$ cat config.mk
export PLATFORM = sky130hd
export DESIGN_NAME = spi_sclk_div
export DESIGN_NICKNAME = d
export VERILOG_FILES = /design/src/rtl/spi_div_pkg.sv /design/src/rtl/spi_div_cfg.sv /design/src/rtl/spi_div_decode.sv /design/src/rtl/spi_div_cnt.sv /design/src/rtl/spi_sclk_div.sv
export SDC_FILE = /design/constraint.sdc
export NUM_CORES = 1
export LEC_CHECK = 0
export BUFFER_PORTS_ARGS = -buffer_cell sky130_fd_sc_hd__buf_2
export CORE_ASPECT_RATIO = 0.9
export CORE_MARGIN = 8
export CORE_UTILIZATION = 45
export CTS_CLUSTER_SIZE = 25
export DETAILED_ROUTE_END_ITERATION = 6
export PLACE_DENSITY = 0.67
export SYNTH_ARGS = -nofsm -noshare
export SYNTH_HDL_FRONTEND = slang
export SYNTH_SLANG_ARGS = --single-unit
$ cat constraint.sdc
create_clock -name clk_i -period 3.2 [get_ports clk_i]
set_input_delay 0.96 -clock clk_i [delete_from_list [all_inputs] [get_ports clk_i]]
set_output_delay 0.96 -clock clk_i [all_outputs]
set_load 0.01 [all_outputs]
$ cat src/rtl/spi_div_pkg.sv
package spi_div_pkg;
  typedef enum logic {
    DIV_POW2 = 1'b0,
    DIV_LIN  = 1'b1
  } div_mode_e;

  function automatic int max_int(input int a, input int b);
    return (a > b) ? a : b;
  endfunction
endpackage

$ cat src/rtl/spi_div_cfg.sv
module spi_div_cfg
  import spi_div_pkg::*;
#(
  parameter int LIN_W = 8
) (
  input  logic             clk_i,
  input  logic             rst_ni,
  input  logic             en_i,
  input  logic             mode_i,
  input  logic [LIN_W-1:0] code_i,
  output div_mode_e        mode_o,
  output logic [LIN_W-1:0] code_o
);
  always_ff @(posedge clk_i or negedge rst_ni) begin
    if (!rst_ni) begin
      mode_o <= DIV_POW2;
      code_o <= '0;
    end else if (!en_i) begin
      mode_o <= div_mode_e'(mode_i);
      code_o <= code_i;
    end
  end
endmodule

$ cat src/rtl/spi_div_decode.sv
module spi_div_decode
  import spi_div_pkg::*;
#(
  parameter int LIN_W   = 8,
  parameter int EXP_MAX = 15,
  parameter int CNT_W   = 15
) (
  input  div_mode_e        mode_i,
  input  logic [LIN_W-1:0] code_i,
  output logic [CNT_W-1:0] half_m1_o
);
  logic [LIN_W-1:0] exp_c;
  logic [CNT_W-1:0] pow_m1;
  logic [CNT_W-1:0] lin_m1;

  always_comb begin
    // clamp exponent to the largest supported value
    exp_c  = (code_i > LIN_W'(EXP_MAX)) ? LIN_W'(EXP_MAX) : code_i;
    pow_m1 = (CNT_W'(1) << exp_c) - CNT_W'(1);
    lin_m1 = CNT_W'(code_i);
    half_m1_o = (mode_i == DIV_LIN) ? lin_m1 : pow_m1;
  end
endmodule

$ cat src/rtl/spi_div_cnt.sv
module spi_div_cnt #(
  parameter int CNT_W = 15
) (
  input  logic             clk_i,
  input  logic             rst_ni,
  input  logic             run_i,
  input  logic [CNT_W-1:0] half_m1_i,
  output logic             tgl_o
);
  logic [CNT_W-1:0] cnt_q;

  always_ff @(posedge clk_i or negedge rst_ni) begin
    if (!rst_ni)                   cnt_q <= '0;
    else if (!run_i || cnt_q == '0) cnt_q <= half_m1_i;
    else                           cnt_q <= cnt_q - CNT_W'(1);
  end

  assign tgl_o = run_i && (cnt_q == '0);
endmodule

$ cat src/rtl/spi_sclk_div.sv
module spi_sclk_div
  import spi_div_pkg::*;
#(
  parameter int LIN_W   = 8,
  parameter int EXP_MAX = 15
) (
  input  logic             clk_i,
  input  logic             rst_ni,
  input  logic             en_i,
  input  logic             mode_i,
  input  logic [LIN_W-1:0] code_i,
  input  logic             active_i,
  output logic             tgl_o,
  output logic             sclk_o
);
  localparam int CNT_W = max_int(EXP_MAX, LIN_W);

  div_mode_e        cfg_mode;
  logic [LIN_W-1:0] cfg_code;
  logic [CNT_W-1:0] half_m1;
  logic             run;
  logic             tgl;
  logic             sclk_q;

  assign run = en_i & active_i;

  spi_div_cfg #(.LIN_W(LIN_W)) u_cfg (
    .clk_i  (clk_i),
    .rst_ni (rst_ni),
    .en_i   (en_i),
    .mode_i (mode_i),
    .code_i (code_i),
    .mode_o (cfg_mode),
    .code_o (cfg_code)
  );

  spi_div_decode #(.LIN_W(LIN_W), .EXP_MAX(EXP_MAX), .CNT_W(CNT_W)) u_dec (
    .mode_i    (cfg_mode),
    .code_i    (cfg_code),
    .half_m1_o (half_m1)
  );

  spi_div_cnt #(.CNT_W(CNT_W)) u_cnt (
    .clk_i     (clk_i),
    .rst_ni    (rst_ni),
    .run_i     (run),
    .half_m1_i (half_m1),
    .tgl_o     (tgl)
  );

  always_ff @(posedge clk_i or negedge rst_ni) begin
    if (!rst_ni)  sclk_q <= 1'b0;
    else if (!run) sclk_q <= 1'b0;
    else if (tgl)  sclk_q <= ~sclk_q;
  end

  assign tgl_o  = tgl;
  assign sclk_o = sclk_q;
endmodule

==> impl_metrics.py <==
metrics = {
    "global_route": {
        "grtUsageTotal_pct": 14.0,
        "first_global_vias": 1381,
        "grt-ovfl-total": 0,
        "grt_max_degree": 26,
        "use_met1_pct": 19.5,
        "grt_util_met3_pct": 3.45,
        "grt_pass1_wl_um": 6580,
        "grt_busiest_layer": "met2",
        "antenna_found_initial": 0,
        "use_met2_pct": 21.5,
    },
    "clocking": {
        "postCtsHoldBufs": 0,
        "cts_tree": "done",
        "root_buffer": "clkbuf_8",
        "htreeDepth": 1,
        "post_cts_resize_count": 0,
        "cts_sinks": 25,
        "clock_latency_ns": 0.27,
        "cts_inserted_buffers": 3,
        "max-clock-path-buffers": 2,
        "path_clk_slew_ns": 0.08,
        "postCtsSetupRepairBufs": 0,
    },
    "run_status": {
        "status": "complete, no violations",
    },
    "routing": {
        "wl_um": 3680,
        "ant_nets": 0,
        "routed-via-count": 1354,
        "avgRoutedWirePerCell_um": 16.5,
        "routed_via_density": 6.07,
        "first_pass_iters": 5,
        "drt-initial-drc-count": 49,
        "drc": 0,
    },
    "pwr": {
        "p_total_uw": 750,
        "leakage_nw": 0.668,
        "powerDensity_nw_per_um2": 428,
        "ir_drop_v": 0.000200,
    },
    "worst_setup_path": {
        "critPathArrivalTime_ns": 1.80,
        "reg2regPathDepth": 8,
        "worst-path-buf-inv": 3,
        "end_kind": "output port",
        "cp-start-kind": "flip-flop",
        "path_class": "flip-flop to output port",
        "crit_slowest_cell": "dfrtp_1",
        "path_cells": "inv_1 > ha_1 > nor3b_2 > buf_4 > and4_1 > nor2b_1 > buf_2",
        "critPathTopFamily": "simple AND/OR/NAND/NOR gates",
        "cp_max_fo": 6,
        "cpPeakStageDelay_ns": 0.41,
        "required_ns": 2.24,
        "cp.depth": 7,
    },
    "placed_design": {
        "gp_congestion": 0.858,
        "io_buffers": 14,
        "post-dp-hpwl_um": 2730,
        "placed_cells": 219,
    },
    "timing": {
        "fmax_mhz": 363,
        "hold_violations": 0,
        "setup_viol": 0,
        "rsz0062_at_grt": "no",
        "tns_ns": 0,
        "period_needed_ns": 2.76,
        "hold_slack_ns": 0.545,
        "fin_crit_sh_pct": 86.2,
        "worstMarginPinSlew_ns": 0.734,
        "maxSlewViolCount": 0,
        "relSlewSlack_pct": 50.7,
        "fin_skew_ns": 0.00480,
    },
    "synth": {
        "synthTopCellsByCount": "dfrtp_1 (25), mux2_2 (12), clkbuf_1 (9), nand2_1 (9), o21ai_0 (9)",
        "synth_edf_count": 0,
        "ys_seq_area_share_pct": 38.9,
        "yosysMostFrequentCell": "dfrtp_1",
        "synth.avg_cell_area_um2": 9.51,
        "yosysTopAreaCell": "dfrtp_1",
        "syn_inst": 169,
        "ys_async_sr_fraction_pct": 100,
        "syn_nets": 184,
        "synth_seq_cells": 25,
        "synthTopCellsByArea": "dfrtp_1 (39%), mux2_2 (8.4%), xnor2_1 (3.8%)",
        "ys_types": 47,
        "synth_top_area_share_pct": 38.9,
        "synth_warnings": 0,
        "netlist_area_um2": 1610,
        "synthFlopType": "dfrtp_1",
    },
    "floorplan": {
        "die_y_um": 72.7,
        "rows": 20,
        "initial_utilization_pct": 47.2,
        "io_pins": 15,
        "die_area_um2": 5740,
        "die_width_um": 79.0,
        "core-area_um2": 3400,
    },
    "layout": {
        "stdcell_count": 223,
        "nets": 195,
        "antenna_cells": 0,
        "fillCellCount": 350,
        "drive_gt1_share_pct": 24.0,
        "area_growth_pct": 8.87,
    },
    "worst_hold_path": {
        "min_path_type": "flip-flop to flip-flop",
        "whs_path_depth": 2,
    },
    "flow_run": {
        "maxCapViolations": 0,
    },
}
## worst paths after layout
kind	startpoint	to	slack, ns
max in group asynchronous	rst_ni	u_cfg.code_o[3]$_DFFE_PN0N_	2.16
hold / removal	sclk_o$_DFFE_PN0P_	sclk_o$_DFFE_PN0P_	0.54
min in group asynchronous	rst_ni	u_cnt.cnt_q[9]$_DFF_PN0_	0.67
hold reg to reg	sclk_o$_DFFE_PN0P_	sclk_o$_DFFE_PN0P_	0.54
setup reg to reg	u_cfg.code_o[2]$_DFFE_PN0N_	u_cnt.cnt_q[4]$_DFF_PN0_	0.54
setup / recovery	u_cnt.cnt_q[0]$_DFF_PN0_	tgl_o	0.44
## sequential cells by signal (all words and copies together) (netlist names)
name          count
u_cnt.cnt_q      15
sclk_o            1
u_cfg.code_o      8
u_cfg.mode_o      1
## cells by family (layout without fill, tap and decap cells)
logic type	count (synthesis)	count (layout)	share of synthesized area, %
AO/OA/AOI/OAI	46	46	19.2
XOR/XNOR	12	12	6.54
adder cells (fa/ha/maj)	2	2	1.56
buffers and inverters	18	28	5.21
flip-flops	25	25	38.9
multiplexers	14	14	9.65
AND/OR/NAND/NOR	52	52	18.9
## layout by cell type (no fill, tap or decap), types with 4 or more instances in the layout
cell type  netlist  layout
dfrtp_1         25      25
buf_2            1      14
mux2_2          12      12
nand2_1          9       9
o21ai_0          9       9
o22ai_1          8       8
nor2_1           7       7
nand3_1          7       7
xnor2_1          7       7
a21oi_1          7       7
xor2_1           5       5
buf_4            2       5
inv_1            4       4
nor3_1           4       4
nor4_1           4       4
nor2b_1          4       4
## through the flow
stage | area [um2] | util [%] | worst slack (ns)
5_1_grt | 1750 | 51.4 | 0.318
6_report | 1750 | 51.4 | 0.443
2_1_floorplan | 1610 | - | 0.664
3_3_place_gp | 1710 | 50.1 | 0.575
3_5_place_dp | 1710 | 50.1 | 0.536
4_1_cts | 1750 | 51.4 | 0.429
## where the power goes
part	switching (mW)	leakage [nW]	total, mW	internal, mW
clock network	0.0958	0.0228	0.185	0.0890
logic	0.0798	0.357	0.155	0.0747
registers	0.0566	0.288	0.410	0.354
total	0.232	0.668	0.750	0.517
## cell type report
type | count | area (um2) | area share, %
timing repair buffer | 19 | 108 | 6.15
sequential | 25 | 626 | 35.7
tap | 44 | 55.1 | 3.15
inverter | 5 | 18.8 | 1.07
multi-input combinational | 126 | 898 | 51.3
clock buffer | 4 | 45.0 | 2.57
## layer usage
| layer | routed length (um) | share of wire (%) | vias to the layer above |
|---|---|---|---|
| li1 | - | - | 650 |
| met1 | 1760 | 48 | 668 |
| met2 | 1760 | 48 | 32 |
| met3 | 158 | 4.3 | 4 |
| met4 | 8 | 0.22 | 0 |
| met5 | 0 | 0 | - |
## worst register-to-register path, stage by stage, from the launching register on
cell and delay [ns]:
dfrtp_1 0.57, nor2_1 0.32, nand3_1 0.13, or2_2 0.29
ha_1 0.32, or3b_2 0.49, o31ai_1 0.22, a21oi_1 0.06
o22ai_1 0.17
No activity file was read; power rests on OpenSTA's default activity.
